**src/rtl/ptr_addr_pkg.sv**
```systemverilog
package ptr_addr_pkg;
    localparam int ADDR_W  = 16;
    localparam int DISP_W  = 6;
    localparam int PTR_NUM = 3;
    localparam int SEL_W   = 2;
    localparam int MODE_W  = 3;

    typedef enum logic [MODE_W-1:0] {
        AM_DIRECT  = 3'd0,
        AM_IND     = 3'd1,
        AM_DISP    = 3'd2,
        AM_PREDEC  = 3'd3,
        AM_POSTINC = 3'd4
    } am_mode_e;

    typedef enum logic [SEL_W-1:0] {
        PS_X   = 2'd0,
        PS_Y   = 2'd1,
        PS_Z   = 2'd2,
        PS_RSV = 2'd3
    } ptr_sel_e;
endpackage

```
**src/rtl/ptr_ea_gen.sv**
```systemverilog
module ptr_ea_gen
    import ptr_addr_pkg::*;
#(
    parameter int AW = ADDR_W,
    parameter int DW = DISP_W,
    parameter int NP = PTR_NUM
) (
    input  logic [NP-1:0][AW-1:0] ptrs,
    input  logic                  req_valid,
    input  logic [MODE_W-1:0]     mode,
    input  logic [SEL_W-1:0]      sel,
    input  logic [DW-1:0]         disp,
    input  logic [AW-1:0]         dir_addr,
    output logic [AW-1:0]         eff_addr,
    output logic                  illegal,
    output logic                  upd_en,
    output logic [AW-1:0]         upd_val
);
    typedef struct packed {
        logic [AW-1:0] ea;
        logic          bad;
        logic          upd;
        logic [AW-1:0] nval;
    } ea_res_t;

    ea_res_t       res_d;
    logic [AW-1:0] base;
    logic          sel_bad;

    always_comb begin
        base    = '0;
        sel_bad = 1'b1;
        for (int i = 0; i < NP; i++) begin
            if (sel == SEL_W'(i)) begin
                base    = ptrs[i];
                sel_bad = 1'b0;
            end
        end
    end

    always_comb begin
        res_d = '0;
        unique case (am_mode_e'(mode))
            AM_DIRECT: res_d.ea = dir_addr;
            AM_IND: begin
                res_d.bad = sel_bad;
                res_d.ea  = base;
            end
            AM_DISP: begin
                res_d.bad = sel_bad || (ptr_sel_e'(sel) == PS_X);
                res_d.ea  = base + AW'(disp);
            end
            AM_PREDEC: begin
                res_d.bad  = sel_bad;
                res_d.ea   = base - AW'(1);
                res_d.upd  = 1'b1;
                res_d.nval = base - AW'(1);
            end
            AM_POSTINC: begin
                res_d.bad  = sel_bad;
                res_d.ea   = base;
                res_d.upd  = 1'b1;
                res_d.nval = base + AW'(1);
            end
            default: res_d.bad = 1'b1;
        endcase
        if (res_d.bad) begin
            res_d.ea  = '0;
            res_d.upd = 1'b0;
        end
    end

    assign eff_addr = res_d.ea;
    assign illegal  = res_d.bad;
    assign upd_en   = req_valid && res_d.upd;
    assign upd_val  = res_d.nval;
endmodule

```
**src/rtl/ptr_regfile.sv**
```systemverilog
module ptr_regfile
    import ptr_addr_pkg::*;
#(
    parameter int AW = ADDR_W,
    parameter int NP = PTR_NUM
) (
    input  logic                  clk,
    input  logic                  rst_n,
    input  logic                  upd_en,
    input  logic [SEL_W-1:0]      upd_sel,
    input  logic [AW-1:0]         upd_val,
    input  logic [NP-1:0]         ld_en,
    input  logic [NP*AW-1:0]      ld_data,
    output logic [NP-1:0][AW-1:0] ptrs
);
    typedef struct packed {
        logic [NP-1:0][AW-1:0] p;
    } pstate_t;

    pstate_t st_d, st_q;

    always_comb begin
        st_d = st_q;
        for (int i = 0; i < NP; i++) begin
            if (ld_en[i]) begin
                st_d.p[i] = ld_data[AW*i +: AW];
            end else if (upd_en && upd_sel == SEL_W'(i)) begin
                st_d.p[i] = upd_val;
            end
        end
    end

    always_ff @(posedge clk or negedge rst_n) begin
        if (!rst_n) st_q <= '0;
        else        st_q <= st_d;
    end

    assign ptrs = st_q.p;
endmodule

```
**src/rtl/ptr_addr_unit.sv**
```systemverilog
module ptr_addr_unit
    import ptr_addr_pkg::*;
#(
    parameter int AW = ADDR_W,
    parameter int DW = DISP_W
) (
    input  logic                   clk,
    input  logic                   rst_n,
    input  logic                   req_valid,
    input  logic [MODE_W-1:0]      mode,
    input  logic [SEL_W-1:0]       ptr_sel,
    input  logic [DW-1:0]          disp,
    input  logic [AW-1:0]          dir_addr,
    input  logic [PTR_NUM-1:0]     ptr_ld_en,
    input  logic [PTR_NUM*AW-1:0]  ptr_ld_data,
    output logic [AW-1:0]          eff_addr,
    output logic                   illegal,
    output logic [AW-1:0]          ptr_x,
    output logic [AW-1:0]          ptr_y,
    output logic [AW-1:0]          ptr_z
);
    logic [PTR_NUM-1:0][AW-1:0] ptrs;
    logic                       upd_en;
    logic [AW-1:0]              upd_val;

    ptr_ea_gen #(.AW(AW), .DW(DW), .NP(PTR_NUM)) u_ea (
        .ptrs     (ptrs),
        .req_valid(req_valid),
        .mode     (mode),
        .sel      (ptr_sel),
        .disp     (disp),
        .dir_addr (dir_addr),
        .eff_addr (eff_addr),
        .illegal  (illegal),
        .upd_en   (upd_en),
        .upd_val  (upd_val)
    );

    ptr_regfile #(.AW(AW), .NP(PTR_NUM)) u_rf (
        .clk    (clk),
        .rst_n  (rst_n),
        .upd_en (upd_en),
        .upd_sel(ptr_sel),
        .upd_val(upd_val),
        .ld_en  (ptr_ld_en),
        .ld_data(ptr_ld_data),
        .ptrs   (ptrs)
    );

    assign ptr_x = ptrs[0];
    assign ptr_y = ptrs[1];
    assign ptr_z = ptrs[2];
endmodule

```
**config.mk**
```make
export PLATFORM = sky130hd
export DESIGN_NAME = ptr_addr_unit
export DESIGN_NICKNAME = d
export VERILOG_FILES = /design/src/rtl/ptr_addr_pkg.sv /design/src/rtl/ptr_ea_gen.sv /design/src/rtl/ptr_regfile.sv /design/src/rtl/ptr_addr_unit.sv
export SDC_FILE = /design/constraint.sdc
export NUM_CORES = 1
export LEC_CHECK = 0
export BUFFER_PORTS_ARGS = -buffer_cell sky130_fd_sc_hd__clkbuf_2
export CORE_MARGIN = 2
export CORE_UTILIZATION = 35
export DETAILED_ROUTE_END_ITERATION = 12
export PLACE_DENSITY_LB_ADDON = 0.2
export SYNTH_ARGS = -nofsm -noshare
export SYNTH_HDL_FRONTEND = slang
export SYNTH_SLANG_ARGS = --single-unit
```
**constraint.sdc**
```tcl
create_clock -name clk -period 8.1 [get_ports clk]
set_input_delay 1.215 -clock clk [delete_from_list [all_inputs] [get_ports clk]]
set_output_delay 1.215 -clock clk [all_outputs]
set_load 0.1 [all_outputs]
```
After elaboration in Yosys (flattened, before gate mapping)
Index checks and enable logic that the tools add are counted.
{ "op_classes": {"n_addsub": 3, "multipliers": 0, "n_div": 0, "order_cmp": 0, "n_eq_ne": 6, "shift": 0, "mux": 17, "bitwise_logic": 0, "reduce_logical": 12} }
{ "ops": {"columns": ["operator", "n"], "rows": [
  ["16-bit 2-to-1 mux", 10],
  ["16-bit case mux with 4 select lines", 1],
  ["17-bit case mux with 2 select lines", 1],
  ["16-bit by 1-bit adder with 16-bit output (second input constant)", 1],
  ["16-bit by 6-bit adder with 16-bit output", 1],
  ["16-bit by 1-bit subtractor with 16-bit output (second input constant)", 1],
  ["3-bit by 2-bit == test with 1-bit output (second input constant)", 2],
  ["2-bit nonzero test", 3],
  ["1-bit logical AND", 4],
  ["1-bit 2-to-1 mux", 4],
  ["3-bit by 1-bit == test with 1-bit output (second input constant)", 1],
  ["3-bit == test (second input constant)", 1],
  ["3-bit zero test", 1],
  ["1-bit case mux with 3 select lines", 1],
  ["3-bit OR reduction", 1],
  ["2-bit by 1-bit == test with 1-bit output (second input constant)", 1],
  ["2-bit == test (second input constant)", 1],
  ["2-bit zero test", 1],
  ["2-bit OR reduction", 1],
  ["1-bit logical OR", 1]
]} }
{ "totals": {"register_bits": 48, "latchBits": 0, "ram_bits": 0, "rom_bits": 0, "inputBits": 81, "output_inout_bits": 65, "elab_cells": 41, "mem_count": 0} }

Logic depth before layout (Yosys ltp)
{ "depth": {"depth_word": 11, "mapped_depth": 18, "depth_no_buf": 15} }

Modules after synthesis
Synthesis repeated with hierarchy kept, for this count alone.
{ "hier_totals": {"hier_cells": 551, "area_unflattened_um2": 4800.9} }
{ "by_module_without_submodules": {"columns": ["module", "n_inst", "cells_each", "area_per_inst_um2", "seq_area_each_um2"], "rows": [
  ["ptr_ea_gen", 1, 385, 2588.7, 0.0],
  ["ptr_regfile", 1, 166, 2212.1, 1201.2]
]} }

Worst setup path before layout
Ideal clock, no wire load.
{ "synth_path": {"kind": "input to output", "startpoint": "input port ptr_sel[0]", "endpoint": "output port eff_addr[12]", "t_arrival_ns": 5.486, "slack_ns": 1.399, "stages": 18, "n_path_buf": 3, "cell_sequence": "inv_1 -> ha_1 -> buf_4 -> buf_2 -> buf_2 -> a21oi_1 -> a21o_1 -> inv_1 -> ha_1 -> ha_1 -> a211o_1 -> o221a_2 -> a31oi_1 -> o21ai_0 -> nand2_1 -> xnor2_1 -> nand2_1 -> a21oi_1"} }
{ "synth_via": {"elab_chain_len": 7} }
{ "synth_lines": {"columns": ["item", "line", "text"], "rows": [
  ["start, declared", "ptr_addr_unit.sv:11", "input logic [SEL_W-1:0] ptr_sel,"],
  ["2-bit zero test", "ptr_ea_gen.sv:34, ptr_ea_gen.sv:50", null],
  ["16-bit 2-to-1 mux / 1-bit 2-to-1 mux (equally long branches) (3 in a row)", "ptr_ea_gen.sv:34", "if (sel == SEL_W'(i)) begin"],
  ["16-bit by 1-bit subtractor with 16-bit output (tied with other cells)", "ptr_ea_gen.sv:55", "res_d.ea = base - AW'(1);"],
  ["16-bit case mux with 4 select lines / 1-bit case mux with 3 select lines (equally long branches)", "ptr_ea_gen.sv:43", "unique case (am_mode_e'(mode))"],
  ["16-bit 2-to-1 mux (*)", "ptr_ea_gen.sv:67", "if (res_d.bad) begin"],
  ["end, declared", "ptr_addr_unit.sv:16", "output logic [AW-1:0] eff_addr,"]
]} }
Mark *: on every way between the ends. The rest lies on a longest branch, timed or not.

Worst setup path in the final report
{ "layout_path": {"startpoint": "input port ptr_sel[0]", "endpoint": "output port eff_addr[14]"} }
Same word-level chain as after synthesis.

==> results.md <==
Critical path:
- The number of buffer and inverter stages on the critical path is 4.
- STA classifies the critical path startpoint as a primary input.
- In this run the critical register-to-register path is captured at u_rf.ptrs[12].
- The largest fanout of any net on the critical path is 18.
- The critical path goes through clkbuf_2 -> inv_1 -> ha_1 -> and3b_1 -> o21a_1 -> clkinv_1 -> xnor2_1 -> ha_1 -> a211o_1 -> o221a_2 -> a31oi_1 -> o21ai_0 -> nand4_1 -> xnor2_1 -> a221oi_1 -> nor2_1 -> clkbuf_2.
- In this design, the stage delay of the slowest critical-path cell is between 0.6 and 0.7 ns.
- The family with the most delay on the worst path is compound AO/OA/AOI/OAI gates.
- Across all register-to-register paths, the minimum setup slack is about 4.8 ns.
- Data on the critical path arrives at its endpoint at between 5 and 6 ns.
- By startpoint and endpoint, the worst setup path is classified as primary input to output pin.
- The cell count of the worst reg-to-reg path is 10.
- The critical path data required time is 6.88 ns.
- STA classifies the critical path endpoint as an output pin.
- The launching point of the worst reg2reg path is u_rf.ptrs[1].
- The slowest stage of the critical path belongs to the cell o21ai_0.

Placed design:
- Detailed placement finished with a half-perimeter wire length of about 13000 um.
- Routability-driven placement finished with a final weighted congestion of slightly above 0.9.
- The number of port buffers is between 100 and 150.

Detailed routing:
- The count of vias placed by the detailed router is ~5200.
- The count of routing violations after the opening detailed-route iteration is 561.
- The routed design has 16900 um of wire.
- Before antenna repair, the detailed router went through 6 iterations.
- In the final routed layout, each cell accounts on average for roughly 19 um.
- The final routed DRC violation total is 0.
- The post-route antenna net violation count is 0.
- After detailed routing, the number of vias per cell comes to approximately 5.7.

Floorplanning:
- For this design the top-level I/O count stands at 146.
- The number of standard-cell rows in the floorplan is between 40 and 50.
- The overall die width is 119 um.
- The floorplan die area is roughly 14000 um^2.
- The area inside the core boundary is roughly 13000 um^2.
- The height of the die is about 120 um.
- The initial utilization of the core area, before any placement, comes to between 30% and 40%.

Cells and area:
- In the final design database the tool counted 820 nets.
- Leaving out fill and tap cells, the most frequent cell in the layout is clkbuf_2.
- The final design utilization is 42.8%.
- The area growth from synthesis to final layout is 20.8%.
- The library cells used most frequently in the layout, excluding fill and tap cells, are clkbuf_2, a21oi_1, o21ai_0.
- The fraction of final layout cells with drive strength greater than 1 is 24.2%.
- The register with the most flip-flops in the layout has 48 of them.
- The diode insertion count for antenna repair is 0.

Hold path:
- Along the worst hold path, the cell count comes to 2.
- In this run the most critical hold path is launched from u_rf.ptrs[38].
- In this run the worst hold path is classified as flop to flop.
- The worst hold path terminates at u_rf.ptrs[38].

Clock tree:
- The clock root buffer master is clkbuf_16.
- The number of setup buffers added after CTS is 0.
- Clock latency on the worst-skew pair, taken at its later pin, is between 0.2 and 0.3 ns.
- After clock tree synthesis, the clock-pin slew on the worst setup and hold paths is about 0.06 ns.
- The H-tree was split into 2 levels.
- The number of buffers between clock root and the deepest sink is 2.
- The number of clock buffers added by TritonCTS is 5.
- Buffers inserted to repair hold after CTS numbered 0.
- The TritonCTS sink count is between 40 and 50.
- TritonCTS built the clock tree.
- Post-CTS repair changed the size of 0 cells.

Timing:
- The count of pins over their slew limit is 0.
- The maximum clock skew at final layout is approximately 0.0085 ns.
- The final clock period utilization by the worst path is 82.7%.
- The count of endpoints failing setup in the final report is 0.
- At the pin with the least slew margin, the transition time is between 0.9 and 1 ns.
- For the final routed database, the setup TNS stands at 0 ns.
- Based on the critical path, the design can be clocked at up to 0.149 GHz.
- The minimum period implied by the final worst setup slack is between 6 and 7 ns.
- The count of endpoints failing hold in the final timing report is 0.
- The worst relative slew slack is 36.9%.
- Setup repair after global routing left no endpoint under its margin.

Synthesis:
- Synthesis produced a netlist with a net count of between 700 and 800.
- The synthesized netlist devotes between 20 and 30% of its cell area to compound gates.
- The average footprint of a synthesized cell is roughly 7.5 um^2.
- Multiplexer cells account for roughly 5.6% of the synthesized area.
- The parity-gate share of the synthesized area counting xor and xnor cells is roughly 6%.
- Yosys printed 0 warnings.
- The sequential-to-total area share from yosys stat is approximately 26%.
- The top flip-flop cell by instance count after synthesis is dfrtp_1.
- The simple-gate share of the synthesized area is 25.9%.
- Counting flops and latches in the post-synthesis netlist gives between 40 and 50.
- After Yosys synthesis, full adders, half adders and majority gates account for 3.24% of the synthesized area.
- The netlist uses 61 different library cells.
- The number of cells produced by synthesis is 615.
- The share of flip-flops with an asynchronous set or reset is 100%.
- After synthesis, the largest family of logic cells by area is compound AO/OA/AOI/OAI gates.
- Yosys mapped a number of flops with a built-in enable equal to 0.
- After synthesis the cells add up to approximately 4600 um^2.

Power:
- The ratio of total power to cell area is 183 nW/um^2.
- Across the VDD grid, the largest voltage drop is approximately 0.000085 V.
- The analysis attributes to cell leakage a power of approximately 0.0024 uW.

Run:
- The number of maximum-capacitance constraint violations is 0.

GRT:
- The overall overflow remaining after global route is 0.
- The initial antenna violation count is 0.
- The all-layer global routing usage is 23.3%.
- Entering global routing, the biggest net connects between 40 and 50 pins.
- The first global-routing pass estimated around 26000 um of wire.
- The number of global-route vias before repair was about 4800.

Run status:
- The run finished with clean final reports.
## synth_stat cells, types with 8 or more instances
master    instances  area [um^2]
nor3_1            9         45.0
xnor2_1          22          193
ha_1             12          150
nand2_1          54          203
o22ai_1           8         50.1
mux2i_1          25          250
o21ai_0          58          290
a21oi_1          76          380
xor2_1           10         87.6
nor2_1           55          206
nand3_1          11         55.1
nor2b_1          19          119
a22oi_1           9         67.6
nor3b_1          28          210
a21o_1           12         90.1
clkbuf_1         33          124
buf_2            11         55.1
nand3b_1         16          120
dfrtp_1          48         1200
inv_1            10         37.5
nand2b_1          9         56.3
a31oi_1           8         50.1
## worst max-delay path by stage
| stage | to | slack (ns) | startpoint | cells past startpoint |
|---|---|---|---|---|
| final | eff_addr[14] | 1.40 | ptr_sel[0] | 17 |
| after global routing | eff_addr[14] | 1.07 | ptr_sel[0] | 17 |
| after global placement | eff_addr[14] | 1.56 | ptr_sel[0] | 17 |
| after CTS | eff_addr[14] | 1.47 | ptr_sel[0] | 17 |
| after detailed placement | eff_addr[14] | 1.50 | ptr_sel[0] | 17 |
| after floorplan | eff_addr[12] | 1.40 | ptr_sel[0] | 18 |
## worst register-to-register path, stage by stage (launching register included)
cell	delay, ns
dfrtp_1	0.43
and3b_1	0.23
o21a_1	0.28
clkinv_1	0.15
ha_1	0.29
nand3_1	0.31
nor2_1	0.53
nand3b_1	0.24
xnor2_1	0.18
a22oi_1	0.38
o21ai_0	0.15
## final cells by class
class	instances	area, um^2
clock buffers	6	129
well taps	176	220
multi-input cells	506	3180
clock inverters	2	35.0
inverters	12	45.0
flip-flops and latches	48	1200
fillers	1370	7480
repair buffers	154	793
## layer usage
metal | vias up | wire length, um | global-route usage (%)
li1 | 2450 | - | -
met1 | 2426 | 7910 | 34.7
met2 | 268 | 7680 | 35.8
met3 | 15 | 1120 | 2.49
met4 | 0 | 231 | 5.95
met5 | - | 0 | 0
## power by group
group	switching, uW	internal, uW	total, uW
combinational	386	119	504
clock	87.8	145	233
sequential	25.1	262	287
total	499	526	1020
## kinds of logic (layout without fill, tap and decap cells)
logic type | after synthesis | in the layout
compound gates | 212 | 212
xor+xnor | 32 | 32
fa+ha+maj | 12 | 12
buf+inv | 61 | 174
flops | 48 | 48
mux | 26 | 26
simple gates | 224 | 224
## through the flow
| step | area [um^2] | instances | setup slack [ns] | total power, uW | hold slack (ns) |
|---|---|---|---|---|---|
| finish | 5600 | 904 | 1.40 | 1020 | 0.614 |
| global route | 5600 | 904 | 1.07 | 1070 | 0.643 |
| CTS | 5600 | 904 | 1.47 | 1030 | 0.604 |
| detailed placement | 5440 | 896 | 1.50 | 791 | 0.587 |
| global placement | 5440 | 896 | 1.56 | 788 | 0.576 |
| floorplan | 4640 | 615 | 1.40 | 676 | 0.919 |
(Power assumes the default switching activity.)
